[src/rtl/qrg_pkg.sv]
package qrg_pkg;
    localparam int QRG_CNT_W_DEF  = 15;
    localparam int QRG_PSEL_W_DEF = 3;

    typedef struct packed {
        logic half;
        logic wav_i;
        logic wav_q;
    } qrg_wave_t;
endpackage

[src/rtl/qrg_sync_edge.sv]
module qrg_sync_edge (
    input  logic clk,
    input  logic rst_n,
    input  logic ref_in,
    output logic rise
);
    typedef struct packed {
        logic s1;
        logic s2;
        logic s3;
    } sync_t;

    sync_t st_d, st_q;

    always_comb begin
        st_d    = st_q;
        st_d.s1 = ref_in;
        st_d.s2 = st_q.s1;
        st_d.s3 = st_q.s2;
    end

    always_ff @(posedge clk or negedge rst_n) begin
        if (!rst_n) st_q <= '0;
        else        st_q <= st_d;
    end

    assign rise = st_q.s2 & ~st_q.s3;

    // an edge event never lasts two clocks
    a_r9_single_pulse: assert property (@(posedge clk) disable iff (!rst_n)
        rise |=> !rise);
endmodule

[src/rtl/qrg_prescaler.sv]
module qrg_prescaler #(
    parameter int PSEL_W = 3
) (
    input  logic              clk,
    input  logic              rst_n,
    input  logic [PSEL_W-1:0] sel,
    input  logic              rise,
    output logic              tick
);
    localparam int PC_W = (1 << PSEL_W);

    logic [PC_W-1:0] pc_d, pc_q;
    logic [PC_W-1:0] lim;

    always_comb begin
        lim  = (PC_W'(1) << sel) - PC_W'(1);
        tick = (pc_q == lim);
        pc_d = pc_q;
        if (rise || tick) pc_d = '0;
        else              pc_d = pc_q + PC_W'(1);
    end

    always_ff @(posedge clk or negedge rst_n) begin
        if (!rst_n) pc_q <= '0;
        else        pc_q <= pc_d;
    end

    // the prescaler restarts on every edge event
    a_r5_restart: assert property (@(posedge clk) disable iff (!rst_n)
        rise |=> (pc_q == '0));
endmodule

[src/rtl/qrg_period_meas.sv]
module qrg_period_meas #(
    parameter int CNT_W = 15
) (
    input  logic             clk,
    input  logic             rst_n,
    input  logic             rise,
    input  logic             tick,
    output logic [CNT_W-3:0] quarter,
    output logic             cap_ok,
    output logic             valid,
    output logic             sat
);
    localparam logic [CNT_W-1:0] CNT_MAX = '1;

    typedef struct packed {
        logic             armed;
        logic             valid;
        logic [CNT_W-1:0] cnt;
        logic [CNT_W-3:0] quarter;
    } meas_t;

    meas_t st_d, st_q;

    always_comb begin
        st_d   = st_q;
        sat    = st_q.armed && (st_q.cnt == CNT_MAX);
        cap_ok = rise && st_q.armed && !sat && (st_q.cnt[CNT_W-1:2] != '0);
        if (rise) begin
            st_d.armed = 1'b1;
            st_d.cnt   = CNT_W'(1);
            if (st_q.armed) begin
                st_d.quarter = st_q.cnt[CNT_W-1:2];
                st_d.valid   = cap_ok;
            end
        end else if (tick && st_q.armed && !sat) begin
            st_d.cnt = st_q.cnt + CNT_W'(1);
        end
    end

    always_ff @(posedge clk or negedge rst_n) begin
        if (!rst_n) st_q <= '0;
        else        st_q <= st_d;
    end

    assign quarter = st_q.quarter;
    assign valid   = st_q.valid;

    // the period counter reloads to one after an edge
    a_r4_reload: assert property (@(posedge clk) disable iff (!rst_n)
        rise |=> (st_q.cnt == CNT_W'(1)));
    // the quarter count only moves at an edge
    a_r4_quarter_hold: assert property (@(posedge clk) disable iff (!rst_n)
        !rise |=> $stable(quarter));
    // saturation persists until an edge
    a_r8_sat_hold: assert property (@(posedge clk) disable iff (!rst_n)
        (sat && !rise) |=> sat);
    // a locked state always carries a nonzero quarter
    a_r7_nonzero: assert property (@(posedge clk) disable iff (!rst_n)
        valid |-> (quarter != '0));
endmodule

[src/rtl/qrg_phase_gen.sv]
module qrg_phase_gen
    import qrg_pkg::*;
#(
    parameter int QW = 13
) (
    input  logic          clk,
    input  logic          rst_n,
    input  logic          rise,
    input  logic          tick,
    input  logic          cap_ok,
    input  logic          valid,
    input  logic [QW-1:0] quarter,
    output logic          wav_i,
    output logic          wav_q
);
    typedef struct packed {
        logic [QW-1:0] ic;
        qrg_wave_t     w;
    } ph_t;

    ph_t  st_d, st_q;
    logic hit;

    always_comb begin
        st_d = st_q;
        hit  = valid && tick && (st_q.ic == quarter);
        if (rise) begin
            st_d.ic     = QW'(1);
            st_d.w.half = 1'b1;
            if (cap_ok) begin
                st_d.w.wav_i = 1'b1;
                st_d.w.wav_q = 1'b0;
            end
        end else if (valid && tick) begin
            if (hit) begin
                st_d.ic     = QW'(1);
                st_d.w.half = ~st_q.w.half;
                if (!st_q.w.half) st_d.w.wav_i = ~st_q.w.wav_i;
                else              st_d.w.wav_q = ~st_q.w.wav_q;
            end else begin
                st_d.ic = st_q.ic + QW'(1);
            end
        end
    end

    always_ff @(posedge clk or negedge rst_n) begin
        if (!rst_n) st_q <= '0;
        else        st_q <= st_d;
    end

    assign wav_i = st_q.w.wav_i;
    assign wav_q = st_q.w.wav_q;

    // a valid edge resynchronises the outputs
    a_r2_resync: assert property (@(posedge clk) disable iff (!rst_n)
        (rise && cap_ok) |=> (wav_i && !wav_q));
    // interval counter never passes the quarter while locked
    a_r2_ic_bound: assert property (@(posedge clk) disable iff (!rst_n)
        (valid && !rise) |=> (st_q.ic <= quarter) || !valid);
    // outputs frozen while unlocked and no valid edge
    a_r6_hold: assert property (@(posedge clk) disable iff (!rst_n)
        (!valid && !(rise && cap_ok)) |=> ($stable(wav_i) && $stable(wav_q)));
endmodule

[src/rtl/quad_ref_gen.sv]
module quad_ref_gen
    import qrg_pkg::*;
#(
    parameter int CNT_W  = QRG_CNT_W_DEF,
    parameter int PSEL_W = QRG_PSEL_W_DEF
) (
    input  logic              clk,
    input  logic              rst_n,
    input  logic [PSEL_W-1:0] presc_sel,
    input  logic              ref_in,
    output logic              ref_i,
    output logic              ref_q,
    output logic              locked,
    output logic              overflow
);
    localparam int QW = CNT_W - 2;

    logic          rise;
    logic          tick;
    logic          cap_ok;
    logic          valid;
    logic [QW-1:0] quarter;

    qrg_sync_edge u_edge (
        .clk    (clk),
        .rst_n  (rst_n),
        .ref_in (ref_in),
        .rise   (rise)
    );

    qrg_prescaler #(.PSEL_W(PSEL_W)) u_presc (
        .clk   (clk),
        .rst_n (rst_n),
        .sel   (presc_sel),
        .rise  (rise),
        .tick  (tick)
    );

    qrg_period_meas #(.CNT_W(CNT_W)) u_meas (
        .clk     (clk),
        .rst_n   (rst_n),
        .rise    (rise),
        .tick    (tick),
        .quarter (quarter),
        .cap_ok  (cap_ok),
        .valid   (valid),
        .sat     (overflow)
    );

    qrg_phase_gen #(.QW(QW)) u_phase (
        .clk     (clk),
        .rst_n   (rst_n),
        .rise    (rise),
        .tick    (tick),
        .cap_ok  (cap_ok),
        .valid   (valid),
        .quarter (quarter),
        .wav_i   (ref_i),
        .wav_q   (ref_q)
    );

    assign locked = valid;

    // overflow clears one clock after an edge
    a_r8_clear: assert property (@(posedge clk) disable iff (!rst_n)
        rise |=> !overflow);
endmodule

[config.mk]
export PLATFORM = sky130hd
export DESIGN_NAME = quad_ref_gen
export DESIGN_NICKNAME = d
export VERILOG_FILES = /design/src/rtl/qrg_pkg.sv /design/src/rtl/qrg_sync_edge.sv /design/src/rtl/qrg_prescaler.sv /design/src/rtl/qrg_period_meas.sv /design/src/rtl/qrg_phase_gen.sv /design/src/rtl/quad_ref_gen.sv
export SDC_FILE = /design/constraint.sdc
export NUM_CORES = 1
export LEC_CHECK = 0
export CAP_MARGIN = 20
export CORE_ASPECT_RATIO = 0.75
export CORE_MARGIN = 10
export CORE_UTILIZATION = 25
export CTS_CLUSTER_DIAMETER = 40
export CTS_CLUSTER_SIZE = 30
export DETAILED_ROUTE_END_ITERATION = 16
export DONT_BUFFER_PORTS = 1
export GPL_ROUTABILITY_DRIVEN = 1
export SYNTH_ARGS = -nofsm -noshare
export SYNTH_HDL_FRONTEND = slang
export SYNTH_SLANG_ARGS = --single-unit
[constraint.sdc]
create_clock -name clk -period 5.3 [get_ports clk]
set_input_delay 1.06 -clock clk [delete_from_list [all_inputs] [get_ports clk]]
set_output_delay 1.06 -clock clk [all_outputs]
set_load 0.02 [all_outputs]
# == Word level (Yosys, flattened, before mapping) ==
# Cells that the tools add are included.
# word_totals
register_bits,57
input_bits,6
output_inout_bits,4
# op_classes
add_sub_neg,4
n_eq_ne,5
n_shift,1
muxes,10
n_bitwise,5
reduce_logical,19
# op_table
cell,count
16-bit two-way mux,2
15-bit two-way mux,2
"15-bit by 1-bit adder with 15-bit output, second input constant",1
"15-bit == test, second input constant",1
"13-bit by 1-bit adder with 13-bit output, second input constant",1
13-bit == test,1
13-bit two-way mux,1
13-bit nonzero test,1
"8-bit by 1-bit adder with 8-bit output, second input constant",1
8-bit == test,1
1-bit logical AND,8
8-bit two-way mux,1
4-bit AND reduction,2
2-bit nonzero test,4
"1-bit by 3-bit left shift with 8-bit output, first input constant",1
"8-bit by 2-bit subtractor with 8-bit output, second input constant",1
"2-bit != test, second input constant",2
1-bit inverter,4
2-bit AND reduction,2
3-bit two-way mux,1
1-bit two-way mux,2
2-bit two-way mux,1
1-bit bitwise AND,1
1-bit logical NOT,1
1-bit logical OR,1

# == Depth between registers and ports, before layout ==
# logic_depth
depth_word,8
mapped_depth,9
ltp_nobuf,6

# == Hierarchy ==
# Synthesis repeated with hierarchy kept, for this count alone.
# unflattened
cells_unflattened,307
hier_area_um2,3195.6
# by_module_without_submodules
module,n_inst,cells_each,area_each_um2,seq_area_each_um2
qrg_period_meas,1,144,1601.5,750.7
qrg_phase_gen,1,102,969.7,400.4
qrg_prescaler,1,57,535.5,200.2
qrg_sync_edge,1,4,88.8,75.1

# == Worst setup path after synthesis ==
# No wires, ideal clock.
# synth_timing
path_type,in2reg
start,input port presc_sel[2]
end,register u_meas.st_q[19] in the netlist's numbering
setup_ps,78
arrival_time_ps,2704
required_ps,5222
slack_ps,2518
cell_stages,8
path_buffers,2
cell_sequence,buf_2 -> nor2_1 -> a32o_1 -> nor4b_4 -> nand3_2 -> buf_6 -> or4_1 -> a21oi_1
# synth_between
elab_chain_cells,6
# synth_rtl
element,line_no,rtl
"start, declared",quad_ref_gen.sv:9,"input logic [PSEL_W-1:0] presc_sel,"
1-bit by 3-bit left shift with 8-bit output,qrg_prescaler.sv:16,lim = (PC_W'(1) << sel) - PC_W'(1);
8-bit by 2-bit subtractor with 8-bit output,qrg_prescaler.sv:16,
8-bit == test,qrg_prescaler.sv:17,tick = (pc_q == lim);
1-bit logical AND (2 in series),qrg_period_meas.sv:35,end else if (tick && st_q.armed && !sat) begin
2-bit nonzero test (no source line),-,
"end signal, assigned",qrg_period_meas.sv:42,else st_q <= st_d;
"end, declared",qrg_period_meas.sv:22,"meas_t st_d, st_q;"
# No other way between the ends.
# A chain may end at the register's enable or synchronous reset.

# == Final worst setup path ==
# layout_timing
start,register u_meas.st_q[15] in the netlist's numbering
end,output port overflow
# layout_between
elab_chain_cells,2
# layout_rtl
element,line_no,rtl
15-bit == test,qrg_period_meas.sv:26,sat = st_q.armed && (st_q.cnt == CNT_MAX);
1-bit logical AND,qrg_period_meas.sv:26,
"end, declared",quad_ref_gen.sv:14,output logic overflow
# No other way between the ends.

==> summary.txt <==
Yosys
  – Leading post-synthesis cells by instance count: 57 x dfrtp_1, 26 x a21oi_1, 22 x nand3_1
  – Cell type with the largest total area after synthesis: dfrtp_1
  – Fraction of synthesized cell area taken by the top area cell type: 0.475
  – Synthesized area per cell: 9.98 sq um
  – Cell with the most instances after synthesis: dfrtp_1
  – Dominant cells by area after synthesis: dfrtp_1 48%, o31ai_1 4.5%, mux2_2 4.5%, a21oi_1 4.3%, or4_1 4.3%
  – Mapped Area: 0.00300 sq mm
  – Most used DFF post-synth: dfrtp_1
  – Netlist cell types: 41
  – Asr flop ratio synth: 1.00
  – Number of synthesized register bits: 57
  – Number of synthesized flops with an enable pin: 0
  – Yosys warnings: 0
  – Number of instances in the synthesized netlist: 301
  – Net Count, Synth: 310
  – Part of the Yosys area used for sequential elements: 0.475

STA
  – Final critical path time including I/O delays and setup: 2.93 ns
  – Skew final: 0.00389 ns
  – Total negative slack: 0 ns
  – Relative max-transition margin: 0.480
  – Achievable frequency: 342 MHz
  – Unrepaired setup endpoints after global routing: false
  – Transition time of the tightest slew-check pin: 0.780 ns
  – Total count of hold-check failures in the final report: 0
  – Count of final max-slew check failures: 0
  – Minimum hold slack: 0.349 ns
  – Final setup violation count: 0
  – Share of the cycle needed by the critical path after routing: 0.552

Placement
  – GP Congestion: 0.800
  – Total placed instance area: 0.00316 sq mm
  – # port buffers: 0
  – Half-perimeter wire length after detailed placement: 4530 um
  – DP Cell Count: 452

Final layout
  – Count of placed standard cells in the final layout, fillers left out: 468
  – Net count reported at finish: 310
  – Inserted Diodes: 0
  – Layout overhead on the synthesized area: 15.5%
  – Post-route core utilization: 0.298
  – Share of final-layout standard cells stronger than drive strength 1: 0.105
  – Final standard cell area without fillers: 0.00347 sq mm

Floorplan
  – Standard cell core area: 0.0117 sq mm
  – Starting density of the core: 0.258
  – Floorplan die width: 147 um
  – Die footprint: 0.0168 sq mm
  – Number of placed I/O pins: 10
  – Die height: 115 um
  – Rows: 34

Clocking
  – H-tree level count: 3
  – Clock sinks: 57
  – Number of buffers created by CTS: 9
  – Post-CTS setup repair buffer count: 0
  – CTS-repair resized insts: 0
  – Worst-path clk slew: 0.05 ns
  – Hold buffers post-CTS: 0
  – Clock buffer depth: 2
  – Worst-skew pair later-pin latency: 0.32 ns
  – Buffer cell driving the clock tree root: clkbuf_16
  – CTS tree: built

Global routing
  – Global-route wire length before repair: 11200 um
  – Antenna violations before repair: 0
  – GR Util All Layers: 0.0831
  – Leftover overflow at the end of global routing: 0
  – Largest net degree at the start of global routing: 58
  – Vias in the first global route: 2181

Route
  – Post-DR vias/cell: 4.97
  – Number of optimization iterations in the first detailed-route pass: 5
  – Detailed-route DRC error count: 0
  – First-iteration detailed-routing DRC count: 192
  – Average wire length per cell after detail routing: 14.1 um
  – Total detailed-routing wirelength: 6580 um
  – Number of vias in the routed layout: 2325
  – Count of antenna-violating nets left after detailed routing: 0

Job
  – Max Cap Viol: 0

Power and ir drop
  – Peak supply drop: 0.000160 V
  – Leak: 1.45 nW
  – P per Cell Area: 337 mW/mm^2

Outcome
  – Run status: finished, final reports clean

Setup path
  – Crit path capture type: output pin
  – Start-to-end type of the worst setup path: flop to output pin
  – Nature of the critical path startpoint: flop
  – Maximum fanout encountered on the critical timing path: 7
  – Required time of the worst setup path: 4.24 ns
  – Endpoint arrival time on the critical path: 1.87 ns

Hold path
  – Tightest Hold Check Type: flop to flop
cell families after synthesis:
logic type,count (synthesis),share of synthesized area
simple gates,122,0.239
compound gates,67,0.138
flops,57,0.475
xor+xnor,20,0.0583
buf+inv,19,0.0288
mux,13,0.0483
fa+ha+maj,3,0.0125
cell type report:
cell class	instances	area, sq um
repair buffers	3	22.5
well taps	162	203
flip-flops and latches	57	1430
multi-input cells	225	1490
clock inverters	2	35.0
clock buffers	14	274
inverters	5	18.8
fillers	1254	8190
flip-flops by register name, indices dropped and copies added (netlist names):
signal          count
u_phase.wav_i       1
u_phase.wav_q       1
u_phase.st_q       14
u_meas.valid        1
u_meas.quarter     13
u_edge.st_d         2
u_presc.pc_q        8
u_edge.st_q         1
u_meas.st_q        16
through the flow:
stage               power [mW]  setup WS [ns]
floorplan                0.567           2.52
global placement         0.588           2.19
detailed placement       0.590           2.11
CTS                       1.19           2.34
global route              1.22           2.24
finish                    1.17           2.37
final timing paths:
path / start / end / slack (ns) / depth (start not counted)
worst max-delay path: u_meas.st_q[15] / overflow / 2.37 / 4
worst min-delay path: u_edge.st_d[1] / u_edge.st_d[0] / 0.35 / 0
worst max register to register: u_presc.pc_q[1] / u_phase.wav_q / 2.51 / 6
worst min register to register: u_edge.st_d[1] / u_edge.st_d[0] / 0.35 / 0
max in group asynchronous: rst_n / u_meas.quarter[12] / 4.76 / 0
min in group asynchronous: rst_n / u_edge.st_d[0] / 0.43 / 0
metal layers:
| metal | up-vias | part of all wire | GRT usage |
|---|---|---|---|
| met2 | 32 | 0.43 | 0.116 |
| li1 | 1138 | - | - |
| met4 | 0 | 0.0099 | 0.0399 |
| met3 | 7 | 0.046 | 0.0338 |
| met5 | - | 0 | 0 |
| met1 | 1148 | 0.51 | 0.109 |
critical path: stages, from the launching register on:
cell     delay [ns]
dfrtp_1        0.45
and3_1         0.24
and4_1         0.33
and3_4         0.24
and2_1         0.28
cells in the final DEF (no fill, tap or decap), drive strengths merged, types with 11 or more instances in the layout:
| master | Yosys | final |
|---|---|---|
| dfrtp | 57 | 57 |
| a21oi | 26 | 26 |
| nand3 | 23 | 23 |
| o31ai | 18 | 18 |
| or4 | 17 | 17 |
| nor2 | 16 | 16 |
| nand2 | 14 | 14 |
| clkbuf | 7 | 14 |
| o21ai | 13 | 13 |
| mux2 | 12 | 12 |
| xor2 | 11 | 11 |
| and3 | 11 | 11 |
where the power goes:
part	leakage, nW	switching (mW)	internal [mW]
combinational	0.535	0.0547	0.0414
sequential	0.764	0.0334	0.456
clock	0.153	0.183	0.400
Note: power is estimated with default switching activity, not from simulation.
